### src/rtl/rsu_pkg.sv
package rsu_pkg;
  localparam int FLAG_W  = 8;
  localparam int OP_W    = 4;
  localparam int FLAG_S  = 7;
  localparam int FLAG_Z  = 6;
  localparam int FLAG_H  = 4;
  localparam int FLAG_PV = 2;
  localparam int FLAG_N  = 1;
  localparam int FLAG_C  = 0;

  localparam logic [OP_W-1:0] OP_ROL_CIRC  = 4'd0;
  localparam logic [OP_W-1:0] OP_ROR_CIRC  = 4'd1;
  localparam logic [OP_W-1:0] OP_ROL_THRU  = 4'd2;
  localparam logic [OP_W-1:0] OP_ROR_THRU  = 4'd3;
  localparam logic [OP_W-1:0] OP_SHL_ARITH = 4'd4;
  localparam logic [OP_W-1:0] OP_SHR_ARITH = 4'd5;
  localparam logic [OP_W-1:0] OP_SHR_LOGIC = 4'd6;
  localparam logic [OP_W-1:0] OP_DIG_LEFT  = 4'd8;
  localparam logic [OP_W-1:0] OP_DIG_RIGHT = 4'd9;
endpackage

### src/rtl/rsu_shifter.sv
module rsu_shifter
  import rsu_pkg::*;
#(
  parameter int DW = 8
) (
  input  logic [OP_W-1:0] op,
  input  logic [DW-1:0]   din,
  input  logic            cin,
  output logic [DW-1:0]   dout,
  output logic            cout,
  output logic            hit
);
  localparam int MSB = DW - 1;

  always_comb begin
    dout = din;
    cout = cin;
    hit  = 1'b1;
    case (op)
      OP_ROL_CIRC:  begin dout = {din[MSB-1:0], din[MSB]}; cout = din[MSB]; end
      OP_ROR_CIRC:  begin dout = {din[0], din[MSB:1]};     cout = din[0];   end
      OP_ROL_THRU:  begin dout = {din[MSB-1:0], cin};      cout = din[MSB]; end
      OP_ROR_THRU:  begin dout = {cin, din[MSB:1]};        cout = din[0];   end
      OP_SHL_ARITH: begin dout = {din[MSB-1:0], 1'b0};     cout = din[MSB]; end
      OP_SHR_ARITH: begin dout = {din[MSB], din[MSB:1]};   cout = din[0];   end
      OP_SHR_LOGIC: begin dout = {1'b0, din[MSB:1]};       cout = din[0];   end
      default:      hit = 1'b0;
    endcase
  end
endmodule

### src/rtl/rsu_digit.sv
module rsu_digit
  import rsu_pkg::*;
#(
  parameter int DW = 8
) (
  input  logic [OP_W-1:0] op,
  input  logic [DW-1:0]   acc,
  input  logic [DW-1:0]   mem,
  output logic [DW-1:0]   acc_new,
  output logic [DW-1:0]   mem_new,
  output logic            hit
);
  localparam int NW = DW / 2;

  logic [NW-1:0] a_hi, a_lo, m_hi, m_lo;
  assign a_hi = acc[DW-1:NW];
  assign a_lo = acc[NW-1:0];
  assign m_hi = mem[DW-1:NW];
  assign m_lo = mem[NW-1:0];

  always_comb begin
    acc_new = acc;
    mem_new = mem;
    hit     = 1'b1;
    case (op)
      OP_DIG_LEFT: begin
        acc_new = {a_hi, m_hi};
        mem_new = {m_lo, a_lo};
      end
      OP_DIG_RIGHT: begin
        acc_new = {a_hi, m_lo};
        mem_new = {a_lo, m_hi};
      end
      default: hit = 1'b0;
    endcase
  end
endmodule

### src/rtl/rsu_flags.sv
module rsu_flags
  import rsu_pkg::*;
#(
  parameter int DW = 8
) (
  input  logic [DW-1:0]     value,
  input  logic              carry,
  input  logic              keep_others,
  input  logic [FLAG_W-1:0] flags_in,
  output logic [FLAG_W-1:0] flags
);
  always_comb begin
    if (keep_others) begin
      flags         = flags_in;
      flags[FLAG_C] = carry;
    end else begin
      flags          = '0;
      flags[FLAG_S]  = value[DW-1];
      flags[FLAG_Z]  = (value == '0);
      flags[FLAG_PV] = ~^value;
      flags[FLAG_C]  = carry;
    end
  end
endmodule

### src/rtl/rot_shift_unit.sv
module rot_shift_unit
  import rsu_pkg::*;
#(
  parameter int DW = 8
) (
  input  logic              clk,
  input  logic              rst,
  input  logic [OP_W-1:0]   op_code,
  input  logic              short_mode,
  input  logic [DW-1:0]     operand,
  input  logic [DW-1:0]     acc_in,
  input  logic [DW-1:0]     mem_in,
  input  logic [FLAG_W-1:0] flags_in,
  output logic [DW-1:0]     res_out,
  output logic [DW-1:0]     mem_out,
  output logic [FLAG_W-1:0] flags_out
);
  localparam int NW = DW / 2;

  logic [DW-1:0]     sh_val, dg_acc, dg_mem;
  logic              sh_c, sh_hit, dg_hit;
  logic [DW-1:0]     fl_val;
  logic              fl_c, fl_keep;
  logic [FLAG_W-1:0] fl_out;
  logic [DW-1:0]     res_d, mem_d;
  logic [FLAG_W-1:0] flags_d;
  logic              is_rotate;

  rsu_shifter #(.DW(DW)) u_shift (
    .op(op_code), .din(operand), .cin(flags_in[FLAG_C]),
    .dout(sh_val), .cout(sh_c), .hit(sh_hit)
  );

  rsu_digit #(.DW(DW)) u_digit (
    .op(op_code), .acc(acc_in), .mem(mem_in),
    .acc_new(dg_acc), .mem_new(dg_mem), .hit(dg_hit)
  );

  assign is_rotate = (op_code <= OP_ROR_THRU);

  always_comb begin
    if (dg_hit) begin
      fl_val  = dg_acc;
      fl_c    = flags_in[FLAG_C];
      fl_keep = 1'b0;
    end else begin
      fl_val  = sh_val;
      fl_c    = sh_c;
      fl_keep = short_mode && is_rotate;
    end
  end

  rsu_flags #(.DW(DW)) u_flags (
    .value(fl_val), .carry(fl_c), .keep_others(fl_keep),
    .flags_in(flags_in), .flags(fl_out)
  );

  always_comb begin
    if (dg_hit) begin
      res_d   = dg_acc;
      mem_d   = dg_mem;
      flags_d = fl_out;
    end else if (sh_hit) begin
      res_d   = sh_val;
      mem_d   = mem_in;
      flags_d = fl_out;
    end else begin
      res_d   = operand;
      mem_d   = mem_in;
      flags_d = flags_in;
    end
  end

  always_ff @(posedge clk) begin
    if (rst) begin
      res_out   <= '0;
      mem_out   <= '0;
      flags_out <= '0;
    end else begin
      res_out   <= res_d;
      mem_out   <= mem_d;
      flags_out <= flags_d;
    end
  end


  short_keep_chk: assert property (@(posedge clk) disable iff (rst)
    (is_rotate && short_mode) |=> (flags_out[FLAG_W-1:1] == $past(flags_in[FLAG_W-1:1])));


  hn_clear_chk: assert property (@(posedge clk) disable iff (rst)
    ((sh_hit && !(short_mode && is_rotate)) || dg_hit) |=> (!flags_out[FLAG_H] && !flags_out[FLAG_N]));


  dig_high_chk: assert property (@(posedge clk) disable iff (rst)
    dg_hit |=> (res_out[DW-1:NW] == $past(acc_in[DW-1:NW])));


  dig_carry_chk: assert property (@(posedge clk) disable iff (rst)
    dg_hit |=> (flags_out[FLAG_C] == $past(flags_in[FLAG_C])));


  mem_pass_chk: assert property (@(posedge clk) disable iff (rst)
    !dg_hit |=> (mem_out == $past(mem_in)));


  pass_thru_chk: assert property (@(posedge clk) disable iff (rst)
    (!dg_hit && !sh_hit) |=> (res_out == $past(operand) && flags_out == $past(flags_in)));
endmodule

### config.mk
export PLATFORM = sky130hd
export DESIGN_NAME = rot_shift_unit
export DESIGN_NICKNAME = d
export VERILOG_FILES = /design/src/rtl/rsu_pkg.sv /design/src/rtl/rsu_shifter.sv /design/src/rtl/rsu_digit.sv /design/src/rtl/rsu_flags.sv /design/src/rtl/rot_shift_unit.sv
export SDC_FILE = /design/constraint.sdc
export NUM_CORES = 1
export LEC_CHECK = 0
export BUFFER_PORTS_ARGS = -buffer_cell sky130_fd_sc_hd__buf_2
export CORE_AREA = 3 3 61 63
export DETAILED_ROUTE_END_ITERATION = 7
export DIE_AREA = 0 0 64 66
export GPL_ROUTABILITY_DRIVEN = 0
export MAX_ROUTING_LAYER = met4
export PLACE_DENSITY_LB_ADDON = 0.3
export SETUP_SLACK_MARGIN = 0.4
export SLEW_MARGIN = 30
export SYNTH_ARGS = -nofsm -noshare
export SYNTH_HDL_FRONTEND = slang
export SYNTH_SLANG_ARGS = --single-unit
### constraint.sdc
create_clock -name clk -period 2.6 [get_ports clk]
set_input_delay 0.13 -clock clk [delete_from_list [all_inputs] [get_ports clk]]
set_output_delay 0.13 -clock clk [all_outputs]
set_load 0.02 [all_outputs]
### Word level (Yosys, flattened, before mapping)

Index checks and enable logic that the tools add are counted.

* reductions and logical operators: 8
* multiplexer cells: 15
* $lt $le $gt $ge: 1
* equal/unequal tests: 8

Operators with widths (count)
* 8-bit two-way mux: 7
* 8-bit one-hot mux with 7 select lines: 1
* 8-bit one-hot mux with 2 select lines: 1
* 4-bit by 3-bit equality test with 1-bit output, second input constant: 3
* 4-bit by 2-bit equality test with 1-bit output, second input constant: 2
* 4-bit equality test, second input constant: 2
* 8-bit zero test: 1
* 4-bit one-hot mux with 2 select lines: 1
* 8-bit XNOR reduction: 1
* 7-bit OR reduction: 1
* 4-bit by 1-bit equality test with 1-bit output, second input constant: 1
* 4-bit by 2-bit <= comparator with 1-bit output, second input constant: 1
* 4-bit zero test: 1
* 1-bit two-way mux: 4
* 4-bit OR reduction: 1
* 3-bit OR reduction: 1
* 1-bit one-hot mux with 2 select lines: 1
* 2-bit OR reduction: 1
* 1-bit logical AND: 1

* bits of input ports: 39
* register bits after elaboration: 24

### Longest topological paths before layout

* depth after elaboration: 8
* mapped depth: 11

### Modules after synthesis

Synthesis repeated with hierarchy kept, for this count alone.

* cell total of the unflattened synthesis: 206
* area total of the unflattened synthesis: 1938.1 µm²

Modules (own cells, without submodules)
* rot_shift_unit: times used 1, cells each 107, sequential area each 480.5 µm², area an instance 1093.5 µm²
* rsu_digit: times used 1, cells each 31, sequential area each 0.0 µm², area an instance 390.4 µm²
* rsu_shifter: times used 1, cells each 40, sequential area each 0.0 µm², area an instance 279.0 µm²
* rsu_flags: times used 1, cells each 28, sequential area each 0.0 µm², area an instance 175.2 µm²

### Worst setup path before layout

Ideal clock, no wire load.

* path type: input to register
* from: input port op_code[1]
* to: register flags_out[2]
* setup time: 0.130 ns
* slack: 0.761 ns
* cell stages on the path: 9
* data required time: 2.470 ns
* arrival time: 1.709 ns
* cells stage by stage: buf_6 -> mux2_4 -> a32o_1 -> a211oi_2 -> ha_1 -> xnor2_1 -> xnor2_1 -> mux2i_1 -> nor2_1

* cells in the longest elaborated chain, start to end: 8
* elaborated cells on any way between the ends: 23

RTL lines
* from (decl): line rot_shift_unit.sv:8 `input logic [OP_W-1:0] op_code,`
* 4-bit equality test: line rsu_digit.sv:25 `case (op)`
* 2-bit OR reduction (no source line)
* 1-bit two-way mux: line rsu_digit.sv:25
* 8-bit two-way mux: line rot_shift_unit.sv:42 `if (dg_hit) begin`
* 8-bit XNOR reduction: line rsu_flags.sv:20 `flags[FLAG_PV] = ~^value;`
* 8-bit two-way mux: line rsu_flags.sv:13 `if (keep_others) begin`
* 8-bit two-way mux: line rot_shift_unit.sv:63 `end else if (sh_hit) begin`
* 8-bit two-way mux *: line rot_shift_unit.sv:59 `if (dg_hit) begin`
* to (signal assigned): line rot_shift_unit.sv:82 `flags_out <= flags_d;`
* to (decl): line rot_shift_unit.sv:16 `output logic [FLAG_W-1:0] flags_out`

Mark *: on every way between the ends. The rest lies on a longest branch, timed or not.
A chain may end at the register's enable or synchronous reset.

### Worst setup path in the final report

Same ends and word-level chain as after synthesis.

==> reports/qor.yml <==
timing.final.hold_violations: 0
root_buffer: "sky130_fd_sc_hd__clkbuf_4"
count_of_input_and_output_buffers: 62
slowest_delay_ns: 0.33
fraction_of_final_layout_cells_sized_beyond_drive_strength_1_pct: 36.7
number_of_h_tree_levels: 1
cts_tree: "yes"
num_vias: 1397
largest_driver_fanout_on_the_critical_path: 19
path_class: "input port to register"
crit_path_cell_trace: "buf_2, mux2_4, a32o_1, a211oi_2, ha_1, xnor2_1, xnor2_1, mux2i_1, nor2_1"
met2_wirelength_mm: 1.64
crit_top_cell: "sky130_fd_sc_hd__xnor2_1"
rows: 21
wire_per_inst_um: 12.9
power_per_cell_area_nw_per_um2: 494
final.setup.tns_ns: 0
number_of_routed_nets_with_antenna_violations: 0
design.final.nets: 262
synth.net_count: 206
endpoint_kind: "register"
ys_ff_latch: 24
worstHoldPathType: "input port to register"
vias_per_std_cell: 5.29
placedCellCount: 260
static-leakage-power_nw: 0.849
cap_violations: 0
cts_made_buffers: 3
min_delay_path_depth: 2
cts.repair_timing.setup_buffer_count: 0
remaining_drc_errors: 0
report.final.setup_viol: 0
worstMarginPinSlew_ns: 0.580
layout_commonest_cell: "sky130_fd_sc_hd__buf_2"
status: "finished, final reports clean"
final-max-slew-violation-count: 0
grt_start_max_net_pins: 22
die_h_um: 66
synthTopCellsByArea: "sky130_fd_sc_hd__dfxtp_1, sky130_fd_sc_hd__mux2i_1, sky130_fd_sc_hd__o21ai_0"
worst_path_arrival_ns: 2.07
worstHoldEndpoint: "flags_out[1]"
worstSetupStartpointType: "input port"
final-instance-count-excl-fill: 264
area_growth_syn_to_layout_pct: 21.7
cts_resized: 0
worst_ir_drop_vdd_mv: 0.154
drt-met1-wl_mm: 1.55
netlist.top_cell.by_area: "sky130_fd_sc_hd__dfxtp_1"
rsz_0062_raised_after_global_routing: "no"
layout_min_cycle_time_ns: 1.87
placeableCoreArea_um2: 3280
fmaxAchievable_ghz: 0.536
fp.dieArea_um2: 4220
start_util_pct: 45.0
worstPathRequired_ns: 2.80
grt_usage_pct: 16.2
ios: 63
clk_path_buf_depth: 2
crit_slowest_cell: "sky130_fd_sc_hd__buf_2"
syn_area_per_cell_um2: 9.07
buf_inv_on_cp: 1
count_of_unique_library_cells_instantiated_by_yosys: 43
clock_sink_count: 24
detail_route.wirelength_mm: 3.40
syn-instance-count: 163
synthesized_cell_area_um2: 1480
max-slew-margin-rel_pct: 61.3
dp_hpwl_mm: 2.62
number_of_optimization_iterations_in_the_first_detailed_route_pass: 4
path_clk_slew_ns: 0.13
horizontal_die_dimension_um: 64
post-route-period-util_pct: 71.8
synthesis.yosys.warnings: 0
netlist.area_leader.share_pct: 32.5
drt-initial-drc-count: 52
grt_pass1_vias: 1210
most-common-layout-cells: "sky130_fd_sc_hd__buf_2, sky130_fd_sc_hd__dfxtp_1, sky130_fd_sc_hd__nor2_1"
globalRoute.totalOverflow: 0
cts_hold_repair.buffers: 0
synth-seq-area-share_pct: 32.5
met3WireLength_um: 206
highest-signal-layer: "met3"
global_route_wire_length_before_repair_mm: 5.39
crit_family: "compound AO/OA/AOI/OAI gates"
antenna_found_initial: 0
number_of_diodes: 0
hold_path.startpoint: "flags_in[1]"
synthesized netlist by cell type (all sizes together):
master	n
dfxtp	24
nor2	14
o21ai	13
mux2i	12
buf	11
a211oi	10
a21oi	10
nor3b	8
a21o	7
and2	6
nand2b	5
o22ai	5
ha	4
nand2	4
inv	3
mux2	3
xnor2	3
clkbuf	2
nand3	2
nand3b	2
nor2b	2
nor3	2
o311ai	2
a2bb2oi	1
a32o	1
nand4	1
nand4b	1
o211ai	1
o221ai	1
o2bb2ai	1
or2	1
or3b	1
cells by family after synthesis:
kind of cell / share of synthesized area [%]
AND/OR/NAND/NOR: 19.8
flip-flops: 32.5
buffers and inverters: 7.44
multiplexers: 10.7
adder cells (fa/ha/maj): 3.38
XOR/XNOR: 1.78
AO/OA/AOI/OAI: 24.5
power breakdown:
group,internal [W],leakage [nW],switching [W]
Clock,0.0000855,0.0210,0.000109
Combinational,0.000127,0.629,0.000163
Sequential,0.000398,0.200,0.00000593
area by class of cell:
class,count,area (µm²)
Fill cell,325,1490
Multi-Input combinational cell,123,888
Sequential cell,24,480
Timing Repair Buffer,64,325
Tap cell,46,57.6
Clock buffer,4,36.3
Inverter,3,11.3
metal layers:
| metal | up-vias | track usage, % |
|---|---|---|
| met5 | - | - |
| met2 | 43 | 27.1 |
| met4 | 0 | 4.85 |
| met3 | 0 | 2.21 |
| met1 | 646 | 20.2 |
| li1 | 708 | - |
how the worst max path moves through the flow:
stage / startpoint / end / slack, ns / cells after the start
floorplan: op_code[1] / flags_out[2] / 0.76 / 9
global placement: op_code[0] / flags_out[2] / 0.43 / 9
detailed placement: op_code[1] / flags_out[2] / 0.41 / 9
CTS: op_code[1] / flags_out[2] / 0.75 / 9
global route: op_code[2] / flags_out[2] / 0.55 / 10
finish: op_code[1] / flags_out[2] / 0.73 / 9
registers in the layout, summed over array words and instances, names as in the netlist:
register and count:
mem_out 8, flags_out 8, res_out 8
metrics by stage:
| step | setup WS (ns) | util (%) | hold WS, ns | area [µm²] | power [W] |
|---|---|---|---|---|---|
| final | 0.733 | 54.8 | 0.00721 | 1800 | 0.000888 |
| after global routing | 0.550 | 54.8 | 0.00253 | 1800 | 0.000940 |
| after CTS | 0.748 | 54.8 | 0.00307 | 1800 | 0.000894 |
| after detailed placement | 0.409 | 53.7 | 0.334 | 1760 | 0.000703 |
| after global placement | 0.425 | 53.7 | 0.337 | 1760 | 0.000701 |
| after floorplan | 0.761 | - | 0.252 | 1480 | 0.000620 |
(Power assumes the default switching activity.)
